--- src/rtl/clk_en_tree_pkg.sv ---
package clk_en_tree_pkg;
  localparam int PDIV_W = 2;
  localparam int N_TAP  = 4;
  localparam int TAP_AHB = 0;
  localparam int TAP_LO  = 1;
  localparam int TAP_HI  = 2;
  localparam int TAP_TIM = 3;

  typedef logic [PDIV_W-1:0] pdiv_t;

  // timers on the slow bus run one octave above the bus unless it is 1:1
  function automatic int tim_extra(pdiv_t c);
    return (c == '0) ? 0 : int'(c) - 1;
  endfunction
endpackage

--- src/rtl/clk_en_cfg.sv ---
module clk_en_cfg
  import clk_en_tree_pkg::*;
#(
  parameter int AHB_CW = 3
) (
  input  logic              clk_i,
  input  logic              rst_ni,
  input  logic              apply_i,
  input  logic [AHB_CW-1:0] ahb_div_i,
  input  pdiv_t             lo_div_i,
  input  pdiv_t             hi_div_i,
  output logic [AHB_CW-1:0] ahb_q_o,
  output pdiv_t             lo_q_o,
  output pdiv_t             hi_q_o
);
  always_ff @(posedge clk_i or negedge rst_ni) begin
    if (!rst_ni) begin
      ahb_q_o <= '0;
      lo_q_o  <= '0;
      hi_q_o  <= '0;
    end else if (apply_i) begin
      ahb_q_o <= ahb_div_i;
      lo_q_o  <= lo_div_i;
      hi_q_o  <= hi_div_i;
    end
  end
endmodule

--- src/rtl/clk_en_phase.sv ---
module clk_en_phase #(
  parameter int CW = 11,
  parameter int LW = 4
) (
  input  logic          clk_i,
  input  logic          rst_ni,
  input  logic [LW-1:0] span_i,
  output logic [CW-1:0] phase_o,
  output logic          wrap_o
);
  logic [CW-1:0] mask;

  assign mask   = (CW'(1) << span_i) - CW'(1);
  assign wrap_o = (phase_o & mask) == '0;

  // restart at 1 so the wrap cycle acts as phase 0 of the new config
  always_ff @(posedge clk_i or negedge rst_ni) begin
    if (!rst_ni) phase_o <= '0;
    else         phase_o <= wrap_o ? CW'(1) : phase_o + CW'(1);
  end
endmodule

--- src/rtl/clk_en_tap.sv ---
module clk_en_tap #(
  parameter int CW = 11,
  parameter int LW = 4
) (
  input  logic [CW-1:0] phase_i,
  input  logic [LW-1:0] shift_i,
  output logic          en_o
);
  assign en_o = (phase_i & ((CW'(1) << shift_i) - CW'(1))) == '0;
endmodule

--- src/rtl/clk_en_gate.sv ---
module clk_en_gate #(
  parameter int N_LO = 4,
  parameter int N_HI = 3
) (
  input  logic                 clk_i,
  input  logic                 rst_ni,
  input  logic                 we_i,
  input  logic [N_LO+N_HI-1:0] wdata_i,
  input  logic                 lo_en_i,
  input  logic                 hi_en_i,
  output logic [N_LO-1:0]      per_lo_o,
  output logic [N_HI-1:0]      per_hi_o
);
  logic [N_LO+N_HI-1:0] pen_q;

  always_ff @(posedge clk_i or negedge rst_ni) begin
    if (!rst_ni)   pen_q <= '0;
    else if (we_i) pen_q <= wdata_i;
  end

  for (genvar i = 0; i < N_LO; i++) begin : g_lo
    assign per_lo_o[i] = lo_en_i & pen_q[i];
  end
  for (genvar j = 0; j < N_HI; j++) begin : g_hi
    assign per_hi_o[j] = hi_en_i & pen_q[N_LO+j];
  end
endmodule

--- src/rtl/clk_en_tree.sv ---
module clk_en_tree
  import clk_en_tree_pkg::*;
#(
  parameter int          AHB_CW     = 3,
  parameter int          N_LO       = 4,
  parameter int          N_HI       = 3,
  parameter int unsigned SYS_HZ     = 72_000_000,
  parameter int unsigned AHB_MAX_HZ = 72_000_000,
  parameter int unsigned LO_MAX_HZ  = 36_000_000,
  parameter int unsigned HI_MAX_HZ  = 72_000_000
) (
  input  logic                 clk_i,
  input  logic                 rst_ni,
  input  logic [AHB_CW-1:0]    ahb_div_i,
  input  logic [1:0]           lo_div_i,
  input  logic [1:0]           hi_div_i,
  input  logic                 pen_we_i,
  input  logic [N_LO+N_HI-1:0] pen_wdata_i,
  output logic                 ahb_en_o,
  output logic                 lo_en_o,
  output logic                 hi_en_o,
  output logic                 tim_en_o,
  output logic [N_LO-1:0]      per_lo_en_o,
  output logic [N_HI-1:0]      per_hi_en_o,
  output logic                 limit_err_o
);
  localparam int MAX_LOG = (1 << AHB_CW) - 1 + (1 << PDIV_W) - 1;
  localparam int CW      = MAX_LOG + 1;
  localparam int LW      = $clog2(MAX_LOG + 1);

  logic [AHB_CW-1:0] ahb_q;
  pdiv_t             lo_q, hi_q, slow_q;
  logic [LW-1:0]     span;
  logic [LW-1:0]     sh [N_TAP];
  logic [CW-1:0]     phase;
  logic              wrap;
  logic [N_TAP-1:0]  en;

  clk_en_cfg #(.AHB_CW(AHB_CW)) u_cfg (
    .clk_i, .rst_ni, .apply_i(wrap),
    .ahb_div_i, .lo_div_i, .hi_div_i,
    .ahb_q_o(ahb_q), .lo_q_o(lo_q), .hi_q_o(hi_q)
  );

  assign slow_q       = (lo_q > hi_q) ? lo_q : hi_q;
  assign span         = LW'(ahb_q) + LW'(slow_q);
  assign sh[TAP_AHB]  = LW'(ahb_q);
  assign sh[TAP_LO]   = LW'(ahb_q) + LW'(lo_q);
  assign sh[TAP_HI]   = LW'(ahb_q) + LW'(hi_q);
  assign sh[TAP_TIM]  = LW'(ahb_q) + LW'(tim_extra(lo_q));

  clk_en_phase #(.CW(CW), .LW(LW)) u_phase (
    .clk_i, .rst_ni, .span_i(span), .phase_o(phase), .wrap_o(wrap)
  );

  for (genvar t = 0; t < N_TAP; t++) begin : g_tap
    clk_en_tap #(.CW(CW), .LW(LW)) u_tap (
      .phase_i(phase), .shift_i(sh[t]), .en_o(en[t])
    );
  end

  assign ahb_en_o = en[TAP_AHB];
  assign lo_en_o  = en[TAP_LO];
  assign hi_en_o  = en[TAP_HI];
  assign tim_en_o = en[TAP_TIM];

  clk_en_gate #(.N_LO(N_LO), .N_HI(N_HI)) u_gate (
    .clk_i, .rst_ni, .we_i(pen_we_i), .wdata_i(pen_wdata_i),
    .lo_en_i(lo_en_o), .hi_en_i(hi_en_o),
    .per_lo_o(per_lo_en_o), .per_hi_o(per_hi_en_o)
  );

  always_comb begin
    limit_err_o = ((SYS_HZ >> sh[TAP_AHB]) > AHB_MAX_HZ) ||
                  ((SYS_HZ >> sh[TAP_LO])  > LO_MAX_HZ)  ||
                  ((SYS_HZ >> sh[TAP_HI])  > HI_MAX_HZ);
  end

  assert_div1_high_R1: assert property (@(posedge clk_i) disable iff (!rst_ni)
    (ahb_q == '0) |-> ahb_en_o);
  assert_lo_div1_eq_R2: assert property (@(posedge clk_i) disable iff (!rst_ni)
    (lo_q == '0) |-> (lo_en_o == ahb_en_o));
  assert_align_R3: assert property (@(posedge clk_i) disable iff (!rst_ni)
    (lo_en_o || hi_en_o || tim_en_o) |-> ahb_en_o);
  assert_tim_fast_R4: assert property (@(posedge clk_i) disable iff (!rst_ni)
    lo_en_o |-> tim_en_o);
  assert_cfg_edge_R5: assert property (@(posedge clk_i) disable iff (!rst_ni)
    !$stable({ahb_q, lo_q, hi_q}) |-> $past(ahb_en_o && lo_en_o && hi_en_o));
endmodule

--- config.mk ---
export PLATFORM = sky130hd
export DESIGN_NAME = clk_en_tree
export DESIGN_NICKNAME = d
export VERILOG_FILES = /design/src/rtl/clk_en_tree_pkg.sv /design/src/rtl/clk_en_cfg.sv /design/src/rtl/clk_en_phase.sv /design/src/rtl/clk_en_tap.sv /design/src/rtl/clk_en_gate.sv /design/src/rtl/clk_en_tree.sv
export SDC_FILE = /design/constraint.sdc
export NUM_CORES = 1
export LEC_CHECK = 0
export ABC_AREA = 1
export BUFFER_PORTS_ARGS = -buffer_cell sky130_fd_sc_hd__buf_2
export CORE_ASPECT_RATIO = 1.1
export CORE_UTILIZATION = 35
export CTS_BUF_LIST = sky130_fd_sc_hd__clkbuf_8
export CTS_CLUSTER_DIAMETER = 100
export DETAILED_ROUTE_END_ITERATION = 12
export PLACE_DENSITY_LB_ADDON = 0.25
export SYNTH_ARGS = -nofsm -noshare
export SYNTH_HDL_FRONTEND = slang
export SYNTH_SLANG_ARGS = --single-unit
--- constraint.sdc ---
create_clock -name clk_i -period 3.8 [get_ports clk_i]
set_input_delay 0.57 -clock clk_i [delete_from_list [all_inputs] [get_ports clk_i]]
set_output_delay 0.57 -clock clk_i [all_outputs]
set_load 0.05 [all_outputs]
==> flow_metrics.tcl <==
set metrics [dict create \
    fmax_ghz 0.269 \
    fill_cells 1089 \
    fin_crit_sh 0.977 \
    yosysSeqAreaShare 0.155 \
    drc 0 \
    avgViaCountPerCell 5.16 \
    synth_flop_cell "dfrtp_1" \
    ys_types 45 \
    timing.critical_path.to_type "output port" \
    via_count 4521 \
    drt_iter0_markers 267 \
    rsz0062_at_grt "true" \
    cts_inserted_buffers 3 \
    area_growth_pct 27.8 \
    cts_hold_buf 0 \
    core_um2 11100 \
    clock-skew-final_ns 0.00283 \
    overflow 0 \
    first_pass_iters 5 \
    worst_slew_pin_slew_ns 0.593 \
    syn_avg_cell_area_um2 5.99 \
    cp_num_buf_inv 3 \
    cts-root-buf "clkbuf_8" \
    startpoint_type "flip-flop" \
    grt_pass1_wl_um 18600 \
    yosysWarnings 0 \
    finalCriticalPeriod_ns 3.71 \
    placed_cells 850 \
    synth-seq-cells 25 \
    cp_top_family "simple AND/OR/NAND/NOR gates" \
    status "finished, final reports clean" \
    setup_tns_ns 0 \
    postRouteAntennaNets 0 \
    fin_nets 789 \
    numPortBuffers 28 \
    routed_wl_um 11700 \
    rows 40 \
    ios 29 \
    postSynthCellCount 675 \
    grt_pass1_vias 4022 \
    crit_chain "ha_4, fa_1, inv_2, ha_4, inv_2, nor2_4, nand2_4, ha_4, nand2_2, nor2_4, nand3b_1, nand3_1, nand3_1, nor2_2, nand2_4, nor2_4, buf_8" \
    cp_max_fo 5 \
    synth_edf_count 0 \
    place_worst_setup_slack_ns 0.0911 \
    dieArea_um2 12000 \
    dpl.hpwl_um 8460 \
    max_stage_delay_ns 0.54 \
    start_util 0.365 \
    fin_cells 876 \
    cts_tree "yes" \
    grt_max_degree 26 \
    path_clk_slew_ns 0.08 \
    die_x_um 104 \
    slew_viol_final 0 \
    fin_area_um2 5160 \
    synthArstFlopShare 1.00 \
    syn_nets 734 \
    drive_gt1_frac 0.273 \
    criticalPathCategory "flip-flop to output port" \
    hold_viol 0 \
    setup_viol 0 \
    clock_path_buffers 2 \
    synth_area_um2 4040 \
    slowest_stage "fa_1" \
    wire_per_inst_um 13.4 \
    clock_latency_ns 0.27 \
    cts_sinks 25 \
    placed_area_um2 4410 \
    slew_headroom 0.595 \
    hold_class "input port to asynchronous set/reset pin" \
    crit_required_ns 3.23 \
    cp_data_arrival_time_ns 3.14 \
    fin_ws_ns 0.0872 \
    cts_htree_levels 1 \
    die_h_um 115 \
    diodes 0 \
    grt_usage 0.190 \
    antenna_found_initial 0 \
    cap_violations 0 \
    routabilityCongestion 0.947 \
]
==> routing by layer <==
metal,part of all wire,up-vias,routed length (µm),track usage
li1,-,2288,-,-
met1,0.43,2063,5040,0.244
met2,0.49,134,5710,0.326
met3,0.042,36,487,0.0142
met4,0.040,0,463,0.0867
met5,0,-,0,0
==> layout by cell type, fill, tap and decap left out, types with 13 or more instances in the layout <==
| cell | synthesis | layout |
|---|---|---|
| nand2_2 | 9 | 26 |
| nand3_1 | 71 | 67 |
| buf_6 | 3 | 14 |
| ha_4 | 0 | 13 |
| buf_2 | 3 | 18 |
| a21oi_1 | 18 | 17 |
| inv_2 | 5 | 17 |
| ha_1 | 38 | 21 |
| nor2_1 | 74 | 53 |
| nor2_4 | 2 | 13 |
| dfrtp_1 | 25 | 23 |
| buf_4 | 3 | 30 |
| nand2_1 | 187 | 165 |
| o21ai_0 | 36 | 32 |
| nor2_2 | 11 | 21 |
| inv_1 | 95 | 81 |
==> sequential cells by signal, indices dropped and copies added (netlist names) <==
signal and flops:
u_cfg.ahb_q_o 3, u_cfg.hi_q_o 2, u_cfg.lo_q_o 2, u_gate.pen_q 7, u_phase.phase_o 11
==> synthesized netlist by cell type, types with 4 or more instances <==
master	count	share of area
nor2_2	11	0.017
nor2_1	74	0.069
xor2_1	8	0.017
o211ai_1	9	0.017
nand2_2	9	0.014
o21bai_1	4	0.0074
ha_1	38	0.12
clkbuf_1	7	0.0065
dfrtp_1	25	0.15
o21ai_0	36	0.045
inv_2	5	0.0046
nand4_1	9	0.014
inv_1	95	0.088
fa_1	4	0.020
nor3_1	14	0.017
nand3_1	71	0.088
a21oi_1	18	0.022
nand3b_1	9	0.017
nand2_1	187	0.17
==> layout make-up <==
cell class | instances | area (µm²) | area share
Clock buffer | 3 | 41.3 | 0.00800
Clock inverter | 1 | 5.00 | 0.000969
Inverter | 100 | 380 | 0.0737
Multi-Input combinational cell | 537 | 3440 | 0.666
Sequential cell | 25 | 628 | 0.122
Tap cell | 147 | 184 | 0.0356
Timing Repair Buffer | 63 | 488 | 0.0945
==> per-stage QoR <==
stage / util / hold WS [ns]
floorplan: - / 0.274
global placement: 0.399 / 0.503
detailed placement: 0.399 / 0.528
CTS: 0.412 / 0.289
global route: 0.467 / 0.317
finish: 0.467 / 0.277
==> final timing paths <==
kind / start / depth (start not counted) / slack (ns) / end
worst min-delay path: rst_ni / 1 / 0.28 / u_gate.pen_q[5]
worst max-delay path: u_cfg.ahb_q_o[0] / 17 / 0.09 / per_lo_en_o[3]
max in group asynchronous: rst_ni / 1 / 3.11 / u_cfg.ahb_q_o[0]
worst max register to register: u_cfg.lo_q_o[0] / 25 / 0.16 / u_cfg.ahb_q_o[0]
min in group clk_i: pen_wdata_i[6] / 3 / 0.50 / u_gate.pen_q[6]
worst min register to register: u_gate.pen_q[4] / 2 / 0.55 / u_gate.pen_q[4]
==> logic make-up after synthesis <==
group | Yosys count | share of synthesized area
XOR/XNOR | 12 | 0.0279
AO/OA/AOI/OAI | 82 | 0.123
buffers and inverters | 116 | 0.117
adder cells (fa/ha/maj) | 42 | 0.138
AND/OR/NAND/NOR | 397 | 0.439
other | 1 | 0.000928
flip-flops | 25 | 0.155
==> timing repair <==
action / in CTS / in global routing
cloned: 0 / 3
setup buffers: 4 / 16
pin swaps: 3 / 60
gates resized for setup: 27 / 122
setup endpoints to repair: 10 / 29
hold endpoints to repair: 0 / 0
Power is left out: the tool's default activity adds up to more than one toggle a clock period on the data nets, which glitch-free logic cannot reach.
